### src/rtl/divcfg_pkg.sv
package divcfg_pkg;

  localparam int CFG_BYTE_W     = 8;
  localparam int CFG_POST_BYTES = 4;
  localparam int CFG_PAY_BYTES  = CFG_POST_BYTES - 1;
  localparam int CFG_M_W        = 9;
  localparam int CFG_N_W        = 2;
  localparam int CFG_AMT_W      = 6;
  localparam logic [CFG_M_W-1:0] CFG_M_RESET = 9'd256;

  typedef enum logic [2:0] {
    ST_IDLE   = 3'd0,
    ST_RECV   = 3'd1,
    ST_ACK_LO = 3'd2,
    ST_ACK_HI = 3'd3,
    ST_SKIP   = 3'd4
  } link_state_e;

  typedef struct packed {
    logic [CFG_N_W-1:0]   n;
    logic [CFG_M_W-1:0]   m;
    logic                 up;
    logic                 dn;
    logic [CFG_AMT_W-1:0] amt;
  } divcfg_t;

endpackage

### src/rtl/i2c_line_cond.sv
module i2c_line_cond #(
  parameter int SYNC_STAGES = 2
) (
  input  logic clk,
  input  logic rst_n,
  input  logic scl_i,
  input  logic sda_i,
  output logic scl_lvl,
  output logic sda_lvl,
  output logic scl_rise,
  output logic scl_fall,
  output logic start_det,
  output logic stop_det
);

  localparam int LINES = 2;

  logic [LINES-1:0] raw;
  logic [LINES-1:0] synced;
  logic [LINES-1:0] prev_q;

  assign raw = {scl_i, sda_i};

  for (genvar g = 0; g < LINES; g++) begin : g_sync
    logic [SYNC_STAGES-1:0] pipe_q;
    logic [SYNC_STAGES-1:0] pipe_d;

    always_comb begin
      pipe_d = {pipe_q[SYNC_STAGES-2:0], raw[g]};
    end

    always_ff @(posedge clk or negedge rst_n) begin
      if (!rst_n) pipe_q <= '1;
      else        pipe_q <= pipe_d;
    end

    assign synced[g] = pipe_q[SYNC_STAGES-1];
  end

  always_ff @(posedge clk or negedge rst_n) begin
    if (!rst_n) prev_q <= '1;
    else        prev_q <= synced;
  end

  assign scl_lvl   = synced[1];
  assign sda_lvl   = synced[0];
  assign scl_rise  = synced[1] & ~prev_q[1];
  assign scl_fall  = ~synced[1] & prev_q[1];
  assign start_det = synced[1] & prev_q[1] & prev_q[0] & ~synced[0];
  assign stop_det  = synced[1] & prev_q[1] & ~prev_q[0] & synced[0];

endmodule

### src/rtl/i2c_cfg_link.sv
module i2c_cfg_link
  import divcfg_pkg::*;
#(
  parameter int          BYTE_W     = CFG_BYTE_W,
  parameter int          POST_BYTES = CFG_POST_BYTES,
  parameter logic [6:0]  ADDR_BASE  = 7'b1101100,
  parameter int          SEL_BIT    = 1,
  localparam int         IDX_W      = $clog2(POST_BYTES - 1),
  localparam int         BIT_W      = $clog2(BYTE_W),
  localparam int         CNT_W      = $clog2(POST_BYTES + 1)
) (
  input  logic              clk,
  input  logic              rst_n,
  input  logic              addr_sel,
  input  logic              sda_lvl,
  input  logic              scl_rise,
  input  logic              scl_fall,
  input  logic              start_det,
  input  logic              stop_det,
  output logic              sda_pull,
  output logic              wr_en,
  output logic [IDX_W-1:0]  wr_idx,
  output logic [BYTE_W-1:0] wr_byte,
  output logic              frame_full,
  output link_state_e       state_o
);

  link_state_e       state_q, state_d;
  logic [BIT_W-1:0]  bit_q, bit_d;
  logic [BYTE_W-1:0] sreg_q, sreg_d;
  logic              have_q, have_d;
  logic              addr_q, addr_d;
  logic [CNT_W-1:0]  cnt_q, cnt_d;
  logic              full_q, full_d;
  logic [6:0]        my_addr;
  logic              byte_last;
  logic              addr_hit;

  always_comb begin
    my_addr          = ADDR_BASE;
    my_addr[SEL_BIT] = addr_sel;
  end

  assign byte_last = (bit_q == BIT_W'(BYTE_W - 1));
  assign addr_hit  = (sreg_q[BYTE_W-1:1] == my_addr) && !sreg_q[0];

  always_comb begin
    state_d = state_q;
    bit_d   = bit_q;
    sreg_d  = sreg_q;
    have_d  = have_q;
    addr_d  = addr_q;
    cnt_d   = cnt_q;
    full_d  = full_q;
    wr_en   = 1'b0;
    wr_idx  = '0;
    if (start_det) begin
      state_d = ST_RECV;
      bit_d   = '0;
      have_d  = 1'b0;
      addr_d  = 1'b1;
      cnt_d   = '0;
      full_d  = 1'b0;
    end else if (stop_det) begin
      state_d = ST_IDLE;
      have_d  = 1'b0;
      full_d  = 1'b0;
    end else begin
      unique case (state_q)
        ST_RECV: begin
          if (scl_rise && !have_q) begin
            sreg_d = {sreg_q[BYTE_W-2:0], sda_lvl};
            if (byte_last) have_d = 1'b1;
            else           bit_d  = bit_q + BIT_W'(1);
          end
          if (scl_fall && have_q) begin
            have_d = 1'b0;
            bit_d  = '0;
            if (addr_q) begin
              addr_d  = 1'b0;
              state_d = addr_hit ? ST_ACK_LO : ST_SKIP;
            end else if (cnt_q < CNT_W'(POST_BYTES)) begin
              state_d = ST_ACK_LO;
              cnt_d   = cnt_q + CNT_W'(1);
              if (cnt_q != '0) begin
                wr_en  = 1'b1;
                wr_idx = IDX_W'(cnt_q - CNT_W'(1));
              end
              if (cnt_q == CNT_W'(POST_BYTES - 1)) full_d = 1'b1;
            end else begin
              state_d = ST_SKIP;
            end
          end
        end
        ST_ACK_LO: if (scl_rise) state_d = ST_ACK_HI;
        ST_ACK_HI: if (scl_fall) state_d = ST_RECV;
        default:   state_d = state_q;
      endcase
    end
  end

  always_ff @(posedge clk or negedge rst_n) begin
    if (!rst_n) begin
      state_q <= ST_IDLE;
      bit_q   <= '0;
      sreg_q  <= '0;
      have_q  <= 1'b0;
      addr_q  <= 1'b0;
      cnt_q   <= '0;
      full_q  <= 1'b0;
    end else begin
      state_q <= state_d;
      bit_q   <= bit_d;
      sreg_q  <= sreg_d;
      have_q  <= have_d;
      addr_q  <= addr_d;
      cnt_q   <= cnt_d;
      full_q  <= full_d;
    end
  end

  assign sda_pull   = (state_q == ST_ACK_LO) || (state_q == ST_ACK_HI);
  assign wr_byte    = sreg_q;
  assign frame_full = full_q;
  assign state_o    = state_q;

endmodule

### src/rtl/divcfg_regs.sv
module divcfg_regs
  import divcfg_pkg::*;
#(
  parameter int  BYTE_W  = CFG_BYTE_W,
  localparam int IDX_W   = $clog2(CFG_PAY_BYTES),
  localparam int HI_W    = CFG_M_W - (BYTE_W - CFG_N_W)
) (
  input  logic              clk,
  input  logic              rst_n,
  input  logic              wr_en,
  input  logic [IDX_W-1:0]  wr_idx,
  input  logic [BYTE_W-1:0] wr_byte,
  input  logic              stop_det,
  input  logic              frame_full,
  output divcfg_t           cfg_o,
  output logic              update_o
);

  logic [BYTE_W-1:0] sh0_q, sh0_d;
  logic [HI_W-1:0]   sh1_q, sh1_d;
  logic [BYTE_W-1:0] sh2_q, sh2_d;
  divcfg_t           act_q, act_d;
  logic              upd_q, upd_d;
  logic              commit;

  assign commit = stop_det & frame_full;

  always_comb begin
    sh0_d = sh0_q;
    sh1_d = sh1_q;
    sh2_d = sh2_q;
    if (wr_en) begin
      unique case (wr_idx)
        IDX_W'(0): sh0_d = wr_byte;
        IDX_W'(1): sh1_d = wr_byte[BYTE_W-1 -: HI_W];
        default:   sh2_d = wr_byte;
      endcase
    end
  end

  always_comb begin
    act_d = act_q;
    upd_d = commit;
    if (commit) begin
      act_d.n   = sh0_q[BYTE_W-1 -: CFG_N_W];
      act_d.m   = {sh0_q[BYTE_W-CFG_N_W-1:0], sh1_q};
      act_d.up  = sh2_q[BYTE_W-1];
      act_d.dn  = sh2_q[BYTE_W-2];
      act_d.amt = sh2_q[CFG_AMT_W-1:0];
    end
  end

  always_ff @(posedge clk or negedge rst_n) begin
    if (!rst_n) begin
      sh0_q     <= '0;
      sh1_q     <= '0;
      sh2_q     <= '0;
      act_q.n   <= '0;
      act_q.m   <= CFG_M_RESET;
      act_q.up  <= 1'b0;
      act_q.dn  <= 1'b0;
      act_q.amt <= '0;
      upd_q     <= 1'b0;
    end else begin
      sh0_q <= sh0_d;
      sh1_q <= sh1_d;
      sh2_q <= sh2_d;
      act_q <= act_d;
      upd_q <= upd_d;
    end
  end

  assign cfg_o    = act_q;
  assign update_o = upd_q;

endmodule

### src/rtl/divcfg_serial_slave.sv
module divcfg_serial_slave
  import divcfg_pkg::*;
#(
  parameter int SYNC_STAGES = 2
) (
  input  logic                 clk,
  input  logic                 rst_n,
  input  logic                 scl_i,
  input  logic                 sda_i,
  input  logic                 addr_sel_i,
  output logic                 sda_pull_o,
  output logic [CFG_M_W-1:0]   m_div_o,
  output logic [CFG_N_W-1:0]   n_div_o,
  output logic                 spread_up_o,
  output logic                 spread_dn_o,
  output logic [CFG_AMT_W-1:0] spread_amt_o,
  output logic                 update_o
);

  localparam int IDX_W = $clog2(CFG_PAY_BYTES);

  logic [1:0]            rst_pipe_q;
  logic                  rst_sync_n;
  logic                  scl_lvl, sda_lvl, scl_rise, scl_fall;
  logic                  start_det, stop_det;
  logic                  wr_en, frame_full;
  logic [IDX_W-1:0]      wr_idx;
  logic [CFG_BYTE_W-1:0] wr_byte;
  link_state_e           link_state;
  divcfg_t               cfg;

  always_ff @(posedge clk or negedge rst_n) begin
    if (!rst_n) rst_pipe_q <= '0;
    else        rst_pipe_q <= {rst_pipe_q[0], 1'b1};
  end
  assign rst_sync_n = rst_pipe_q[1];

  i2c_line_cond #(.SYNC_STAGES(SYNC_STAGES)) u_cond (
    .clk       (clk),
    .rst_n     (rst_sync_n),
    .scl_i     (scl_i),
    .sda_i     (sda_i),
    .scl_lvl   (scl_lvl),
    .sda_lvl   (sda_lvl),
    .scl_rise  (scl_rise),
    .scl_fall  (scl_fall),
    .start_det (start_det),
    .stop_det  (stop_det)
  );

  i2c_cfg_link u_link (
    .clk        (clk),
    .rst_n      (rst_sync_n),
    .addr_sel   (addr_sel_i),
    .sda_lvl    (sda_lvl),
    .scl_rise   (scl_rise),
    .scl_fall   (scl_fall),
    .start_det  (start_det),
    .stop_det   (stop_det),
    .sda_pull   (sda_pull_o),
    .wr_en      (wr_en),
    .wr_idx     (wr_idx),
    .wr_byte    (wr_byte),
    .frame_full (frame_full),
    .state_o    (link_state)
  );

  divcfg_regs u_regs (
    .clk        (clk),
    .rst_n      (rst_sync_n),
    .wr_en      (wr_en),
    .wr_idx     (wr_idx),
    .wr_byte    (wr_byte),
    .stop_det   (stop_det),
    .frame_full (frame_full),
    .cfg_o      (cfg),
    .update_o   (update_o)
  );

  assign m_div_o      = cfg.m;
  assign n_div_o      = cfg.n;
  assign spread_up_o  = cfg.up;
  assign spread_dn_o  = cfg.dn;
  assign spread_amt_o = cfg.amt;

endmodule

### config.mk
export PLATFORM = sky130hd
export DESIGN_NAME = divcfg_serial_slave
export DESIGN_NICKNAME = d
export VERILOG_FILES = /design/src/rtl/divcfg_pkg.sv /design/src/rtl/i2c_line_cond.sv /design/src/rtl/i2c_cfg_link.sv /design/src/rtl/divcfg_regs.sv /design/src/rtl/divcfg_serial_slave.sv
export SDC_FILE = /design/constraint.sdc
export NUM_CORES = 1
export LEC_CHECK = 0
export ABC_CLOCK_PERIOD_IN_PS = 3300
export CELL_PAD_IN_SITES_DETAIL_PLACEMENT = 0
export CELL_PAD_IN_SITES_GLOBAL_PLACEMENT = 1
export CORE_MARGIN = 3
export CORE_UTILIZATION = 35
export DETAILED_ROUTE_END_ITERATION = 6
export DONT_BUFFER_PORTS = 1
export PLACE_DENSITY_LB_ADDON = 0.08
export SLEW_MARGIN = 20
export SYNTH_ARGS = -nofsm -noshare
export SYNTH_HDL_FRONTEND = slang
export SYNTH_HIERARCHICAL = 1
export SYNTH_SLANG_ARGS = --single-unit
### constraint.sdc
create_clock -name clk -period 3.3 [get_ports clk]
set_clock_uncertainty 0.1 [all_clocks]
set_input_delay 0.33 -clock clk [delete_from_list [all_inputs] [get_ports clk]]
set_output_delay 0.33 -clock clk [all_outputs]
set_load 0.02 [all_outputs]
==> out/qor.csv, run 1 <==
metric,value,unit
dieArea,9360,um2
maxCapViolations,0,
startpoint_type,register,
layout-area-overhead-vs-synth,11.4,%
drive_above_1_share,0.378,
p_leak,0.00153,uW
path_max_fanout,8,
drc,0,
cts_max_level,3,
vias_per_cell,5.09,
syn_nets,210,
worstRegToRegCells,6,
switchingPower,554,uW
cp_data_arrival_time,2.61,ns
wire_per_inst,17.9,um
drv_slew,0,
layout_min_cycle_time,2.49,ns
core.rowCount,32,
tritoncts,built,
ff2ff_setup_slack,0.81,ns
grt_max_degree,43,
syn_area,2880,um2
cpMaxStageDelayCell,dfstp_2,
fillers,779,
ant_nets,0,
track_usage,0.131,
synth-edff-count,0,
clk_latency,0.34,ns
power_frac_comb,0.144,
io_buffer_count,0,
cts_root_buffer,clkbuf_8,
gr-total-overflow,0,
fin_ws,0.805,ns
antenna_cells,0,
r2r-start,u_cond/prev_q[1],
hold_class,input pin to async pin,
synthCells,200,
finalCritPeriodShare,0.756,
ir_drop,0.211,mV
ys.warnings.count,6,
core-area,7850,um2
synth_ff_type,dfrtp_1,
ys_top_cells_by_area,"dfrtp_1, mux2_2, dfstp_2, mux2_4, ha_1",
grt_pass1_vias,1791,
synth_top_cell_by_area,dfrtp_1,
hold_viol_final,0,
ios,26,
fin_tns_setup,0,ns
crit_chain,"nor2b_1, and4bb_2, nand4_1, inv_1, nor3b_4, mux2_2",
cp_top_family,simple AND/OR/NAND/NOR gates,
antenna_found_initial,0,
grt_first_pass_wirelength,9540,um
grt_setup_unrepaired,no,
gp_congestion,0.817,
clkSinkCount,67,
tightest_slew,0.955,ns
synth_cell_types,47,
r2r_end,u_regs/sh0_q[1],
worst-path-buf-inv,1,
drtIter0Drc,53,
first_pass_iters,4,
setup_viol,0,
fp.dieW,96.7,um
status,completed,
pwr_density_cell,606,nW/um2
pwr-share-clk,0.316,
async_flop_share,1.00,
swShare,0.284,
dieHeight,96.7,um
post_cts_buffers,0,
syn_area_per_cell,14.4,um2
utilization,0.409,
slew_headroom,0.363,
endpoint,u_regs/sh0_q[1],
crit_type,register to register,
hold_slack,0.121,ns
synthTopCellsByCount,"dfrtp_1, mux2_2, inv_1, mux2_4, nor2_1",
post-dp-hpwl,3880,um
seq_power_share,0.540,
startpoint,u_cond/prev_q[1],
path_clk_slew,0.07,ns
nets,222,
start_util,0.367,
routed_wl,5700,um
yosysMostFrequentCell,dfrtp_1,
max_freq,0.401,GHz
crit_cells,6,
ys_ff_latch,67,
crit_required,3.42,ns
clock_path_buffers,2,
seq_area_frac_synth,0.585,
critPathMaxStageDelay,0.54,ns
endpoint_kind,register,
vias,1625,
numCtsBuffers,9,
total_power,1950,uW
post-place-ws,0.790,ns
p_int,1390,uW
netlist.area_leader.share,0.521,
-- per-layer routing --
metal	up-vias	global-route usage	share of wire
met4	0	0.0680	0.014
met2	38	0.214	0.50
met5	-	0	0
li1	734	-	-
met3	9	0.0404	0.045
met1	844	0.155	0.44
-- how the worst min path moves through the flow --
stage | start | to | slack [ns] | cells after the start
floorplan | rst_n | rst_pipe_q[0] | -0.07 | 0
global placement | rst_n | rst_pipe_q[0] | -0.07 | 0
detailed placement | rst_n | rst_pipe_q[1] | -0.07 | 0
CTS | rst_n | rst_pipe_q[0] | 0.10 | 1
global route | rst_n | rst_pipe_q[0] | 0.11 | 1
finish | rst_n | rst_pipe_q[1] | 0.12 | 1
-- flip-flops by register name (all words and copies together), names as in the netlist, 2 cells and up --
register / count
u_regs/sh0_q: 8
u_link/cnt_q: 3
u_cond/prev_q: 2
u_cond/g_sync.pipe_q: 4
u_regs/cfg_o: 19
u_regs/sh1_q: 3
rst_pipe_q: 2
u_link/state_o: 3
u_link/bit_q: 3
u_link/wr_byte: 8
u_regs/sh2_q: 8
-- cell families (layout without fill, tap and decap cells) --
group           count (synthesis)  after routing  synth area share
flops                          67             67             0.585
mux                            48             48             0.199
simple gates                   39             39             0.107
buf+inv                        20             37            0.0304
compound gates                 19             19            0.0525
fa+ha+maj                       5              5            0.0217
other cells                     1              1           0.00130
xor+xnor                        1              1           0.00304
-- power groups by stage --
stage | Combinational [uW] | Sequential, uW | Clock (uW)
2_1_floorplan | 242 | 1010 | 0
3_3_place_gp | 266 | 1070 | 0
3_5_place_dp | 278 | 1070 | 0
4_1_cts | 283 | 1060 | 647
5_1_grt | 306 | 1080 | 684
6_report | 280 | 1050 | 616
-- timing repair --
item                                    in CTS  in global routing
gates resized for setup                      0                  0
endpoints found under the setup margin       0                  0
endpoints found under the hold margin        4                  0
hold buffers                                 3                  0
-- cells in the final DEF (no fill, tap or decap), types with 2 or more instances in the layout --
cell type	Yosys	final
mux2_2	38	38
clkbuf_1	1	3
mux2_4	9	9
o32ai_1	2	2
and4b_1	3	3
nand2_1	7	7
a22o_1	2	2
a21oi_1	2	2
nand3b_1	3	3
inv_1	13	13
nor2b_1	2	2
ha_1	5	5
dfrtp_1	60	59
dfstp_2	7	7
buf_4	0	4
clkbuf_8	0	11
o31ai_1	3	3
nor3_1	2	2
dlygate4sd3_1	0	3
nor2_1	8	8
-- through the flow --
stage / cell area, um2 / std cells
6_report: 3210 / 319
2_1_floorplan: 2880 / 200
5_1_grt: 3210 / 319
3_3_place_gp: 3010 / 300
4_1_cts: 3210 / 319
3_5_place_dp: 3010 / 300
-- cell type report --
| class | instances | area (um2) | share of cell area |
|---|---|---|---|
| clock buffer | 14 | 163 | 0.0507 |
| sequential | 67 | 1690 | 0.525 |
| inverter | 14 | 52.6 | 0.0164 |
| multi-input combinational | 113 | 1110 | 0.345 |
| tap | 102 | 128 | 0.0398 |
| timing repair buffer | 7 | 60.1 | 0.0187 |
| clock inverter | 2 | 12.5 | 0.00390 |
No activity file was read; power rests on OpenSTA's default activity.
==> run 2, diff against run 1 <==
--- a/config.mk
+++ b/config.mk
@@ -5,7 +5,8 @@
 export SDC_FILE = /design/constraint.sdc
 export NUM_CORES = 1
 export LEC_CHECK = 0
-export ABC_CLOCK_PERIOD_IN_PS = 3300
+export ABC_AREA = 1
+export ABC_CLOCK_PERIOD_IN_PS = 2600
 export CELL_PAD_IN_SITES_DETAIL_PLACEMENT = 0
 export CELL_PAD_IN_SITES_GLOBAL_PLACEMENT = 1
 export CORE_MARGIN = 3
==> constraint.sdc (replaced) <==
create_clock -name clk -period 2.6 [get_ports clk]
set_clock_uncertainty 0.1 [all_clocks]
set_input_delay 0.26 -clock clk [delete_from_list [all_inputs] [get_ports clk]]
set_output_delay 0.26 -clock clk [all_outputs]
set_load 0.02 [all_outputs]
==> run 2 against run 1 <==
Global-route usage is 0.073 points higher. Critical path type unchanged. Non-clock buffer count is the same. Register-to-register slack worse by 0.40 ns. Synthesized cell count up 61%. Flip-flop and latch count unchanged. Utilization grew 0.25 points. Sequential share of layout area down 0.85 points. Largest power group unchanged.
==> out/qor.csv, run 2 <==
metric,value,unit,change
dieArea,9500,um2,+1.5%
track_usage,0.132,,+0.000731
startpoint_type,register,,
start_util,0.369,,+0.00213
synth_top_cell_by_area,dfrtp_1,,
p_leak,0.00172,uW,+12%
cp_data_arrival_time,2.32,ns,-0.29 ns
clock_path_buffers,2,,unchanged
core-area,7930,um2,+1.0%
syn_area,2930,um2,+1.6%
cts_root_buffer,clkbuf_8,,
slew_headroom,0.441,,+0.0775
synth-edff-count,0,,unchanged
cts_max_level,3,,unchanged
drc,0,,unchanged
vias_per_cell,4.59,,-9.8%
async_flop_share,1.00,,unchanged
synthTopCellsByCount,"nand2_1, dfrtp_1, inv_1, nand3_1, nor2_1",,
vias,2017,,+24%
max_freq,0.455,GHz,+13%
fp.dieW,97.5,um,+0.75%
final_cell_mix,"nand2_1, dfrtp_1, inv_1",,
ios,26,,unchanged
core.rowCount,32,,unchanged
clkSinkCount,67,,unchanged
antenna_found_initial,0,,unchanged
synthCells,321,,+61%
final_common_cell,nand2_1,,
path_max_fanout,16,,+8
synth_ff_type,dfrtp_1,,
first_pass_iters,4,,unchanged
maxCapViolations,0,,unchanged
tightest_slew,0.839,ns,-0.116 ns
ant_nets,0,,unchanged
utilization,0.412,,+0.00250
ys_top_cells_by_area,"dfrtp_1, nand2_1, dfstp_2, inv_1, nand3_1",,
grt_first_pass_wirelength,9830,um,+3.0%
cts_resized,0,,unchanged
largest_reg_flops,19,,unchanged
setup_viol,0,,unchanged
drive_above_1_share,0.163,,-0.215
fin_ws,0.402,ns,-0.403 ns
wire_per_inst,13.4,um,-25%
path_clk_slew,0.07,ns,about the same
fin_tns_setup,0,ns,unchanged
grt_setup_unrepaired,no,,
dieHeight,97.5,um,+0.75%
layout_min_cycle_time,2.20,ns,-0.297 ns
pwr_density_cell,780,nW/um2,+29%
place_inst,420,,+40%
crit_type,register to register,,
ys.warnings.count,6,,unchanged
clk_latency,0.34,ns,about the same
hold_class,input pin to async pin,,
status,completed,,
post-place-ws,0.421,ns,-0.369 ns
fin_cells,439,,+38%
gr-total-overflow,0,,unchanged
hold_buffers,3,,unchanged
tritoncts,built,,
gp_congestion,0.758,,-7.2%
netlist.area_leader.share,0.513,,-0.00824
drtIter0Drc,89,,+68%
grt_pass1_vias,1934,,+8.0%
hold_viol_final,0,,unchanged
grt_max_degree,66,,+53%
routed_wl,5880,um,+3.1%
ir_drop,0.335,mV,+59%
endpoint_kind,register,,
layout-area-overhead-vs-synth,11.5,%,about the same
finalCritPeriodShare,0.845,,+0.0894
antenna_cells,0,,unchanged
synth_cell_types,28,,-40%
ys_ff_latch,67,,unchanged
io_buffer_count,0,,unchanged
post_cts_buffers,0,,unchanged
numCtsBuffers,9,,unchanged
nets,342,,+54%
drv_slew,0,,unchanged
crit_required,2.72,ns,-0.70 ns
syn_area_per_cell,9.12,um2,-37%
post-dp-hpwl,3980,um,+2.7%
yosysMostFrequentCell,nand2_1,,
syn_nets,331,,+58%
seq_area_frac_synth,0.576,,-0.00925
-- run 2: cell types whose count changed after synthesis, sizes merged, moves of 7 or more --
cell	previous run	this run
nand3	0	22
o21ai	0	21
nand2	8	108
nor2	8	26
inv	14	39
a21oi	3	12
nand4	1	8
mux2	47	0
-- run 2: cells by family after synthesis --
family                   after synthesis  share of synthesized area
AND/OR/NAND/NOR                      167                      0.266
flip-flops                            67                      0.576
buffers and inverters                 46                     0.0632
AO/OA/AOI/OAI                         34                     0.0692
adder cells (fa/ha/maj)                5                     0.0214
multiplexers                           1                    0.00342
other                                  1                    0.00128
-- run 2: routing by layer --
metal / vias to the layer above / track usage / share of wire
li1: 1029 / - / -
met5: - / 0 / 0
met2: 33 / 0.202 / 0.45
met4: 0 / 0.0543 / 0.016
met1: 948 / 0.170 / 0.49
met3: 7 / 0.0445 / 0.042
-- run 2: path summary, 6_finish.rpt --
check,from,end,slack (ns),cells after the start
max in group asynchronous,rst_pipe_q[1],u_link/have_q,1.51,1
min in group clk,addr_sel_i,u_link/state_o[2],0.25,5
setup / recovery,u_cond/prev_q[1],u_regs/sh2_q[5],0.40,11
setup reg to reg,u_cond/prev_q[1],u_regs/sh2_q[5],0.40,11
hold / removal,rst_n,rst_pipe_q[0],0.05,1
hold reg to reg,rst_pipe_q[0],rst_pipe_q[1],0.25,0
-- run 2: metrics by stage --
stage          cell area [um2]  hold slack, ns  total power [uW]
4_1_cts                   3260          0.0373              2580
5_1_grt                   3260          0.0354              2700
3_5_place_dp              3050          -0.136              1730
3_3_place_gp              3050          -0.136              1720
2_1_floorplan             2930          -0.136              1620
6_report                  3260          0.0462              2550
-- run 2: worst max-delay path, stage by stage (launching register included) --
cell and delay, ns:
dfstp_2 0.54, inv_1 0.04, nor2_1 0.13, nand2_1 0.14, inv_1 0.13, nand2_4 0.07, nor2_4 0.14, nand2_4 0.08
nor3_2 0.27, nand2_2 0.25, nor2_1 0.15, a21oi_1 0.05
-- run 2: final cells by class --
type                       instances  area (um2)
inverter                          39         146
clock buffer                      11         131
clock inverter                     5        53.8
timing repair buffer               7        60.1
fill                             814        4660
multi-input combinational        208        1060
sequential                        67        1690
tap                              102         128
-- run 2: report_power, final --
group          switching, uW  internal, uW
logic                    226           125
clock network            407           441
registers                178          1170
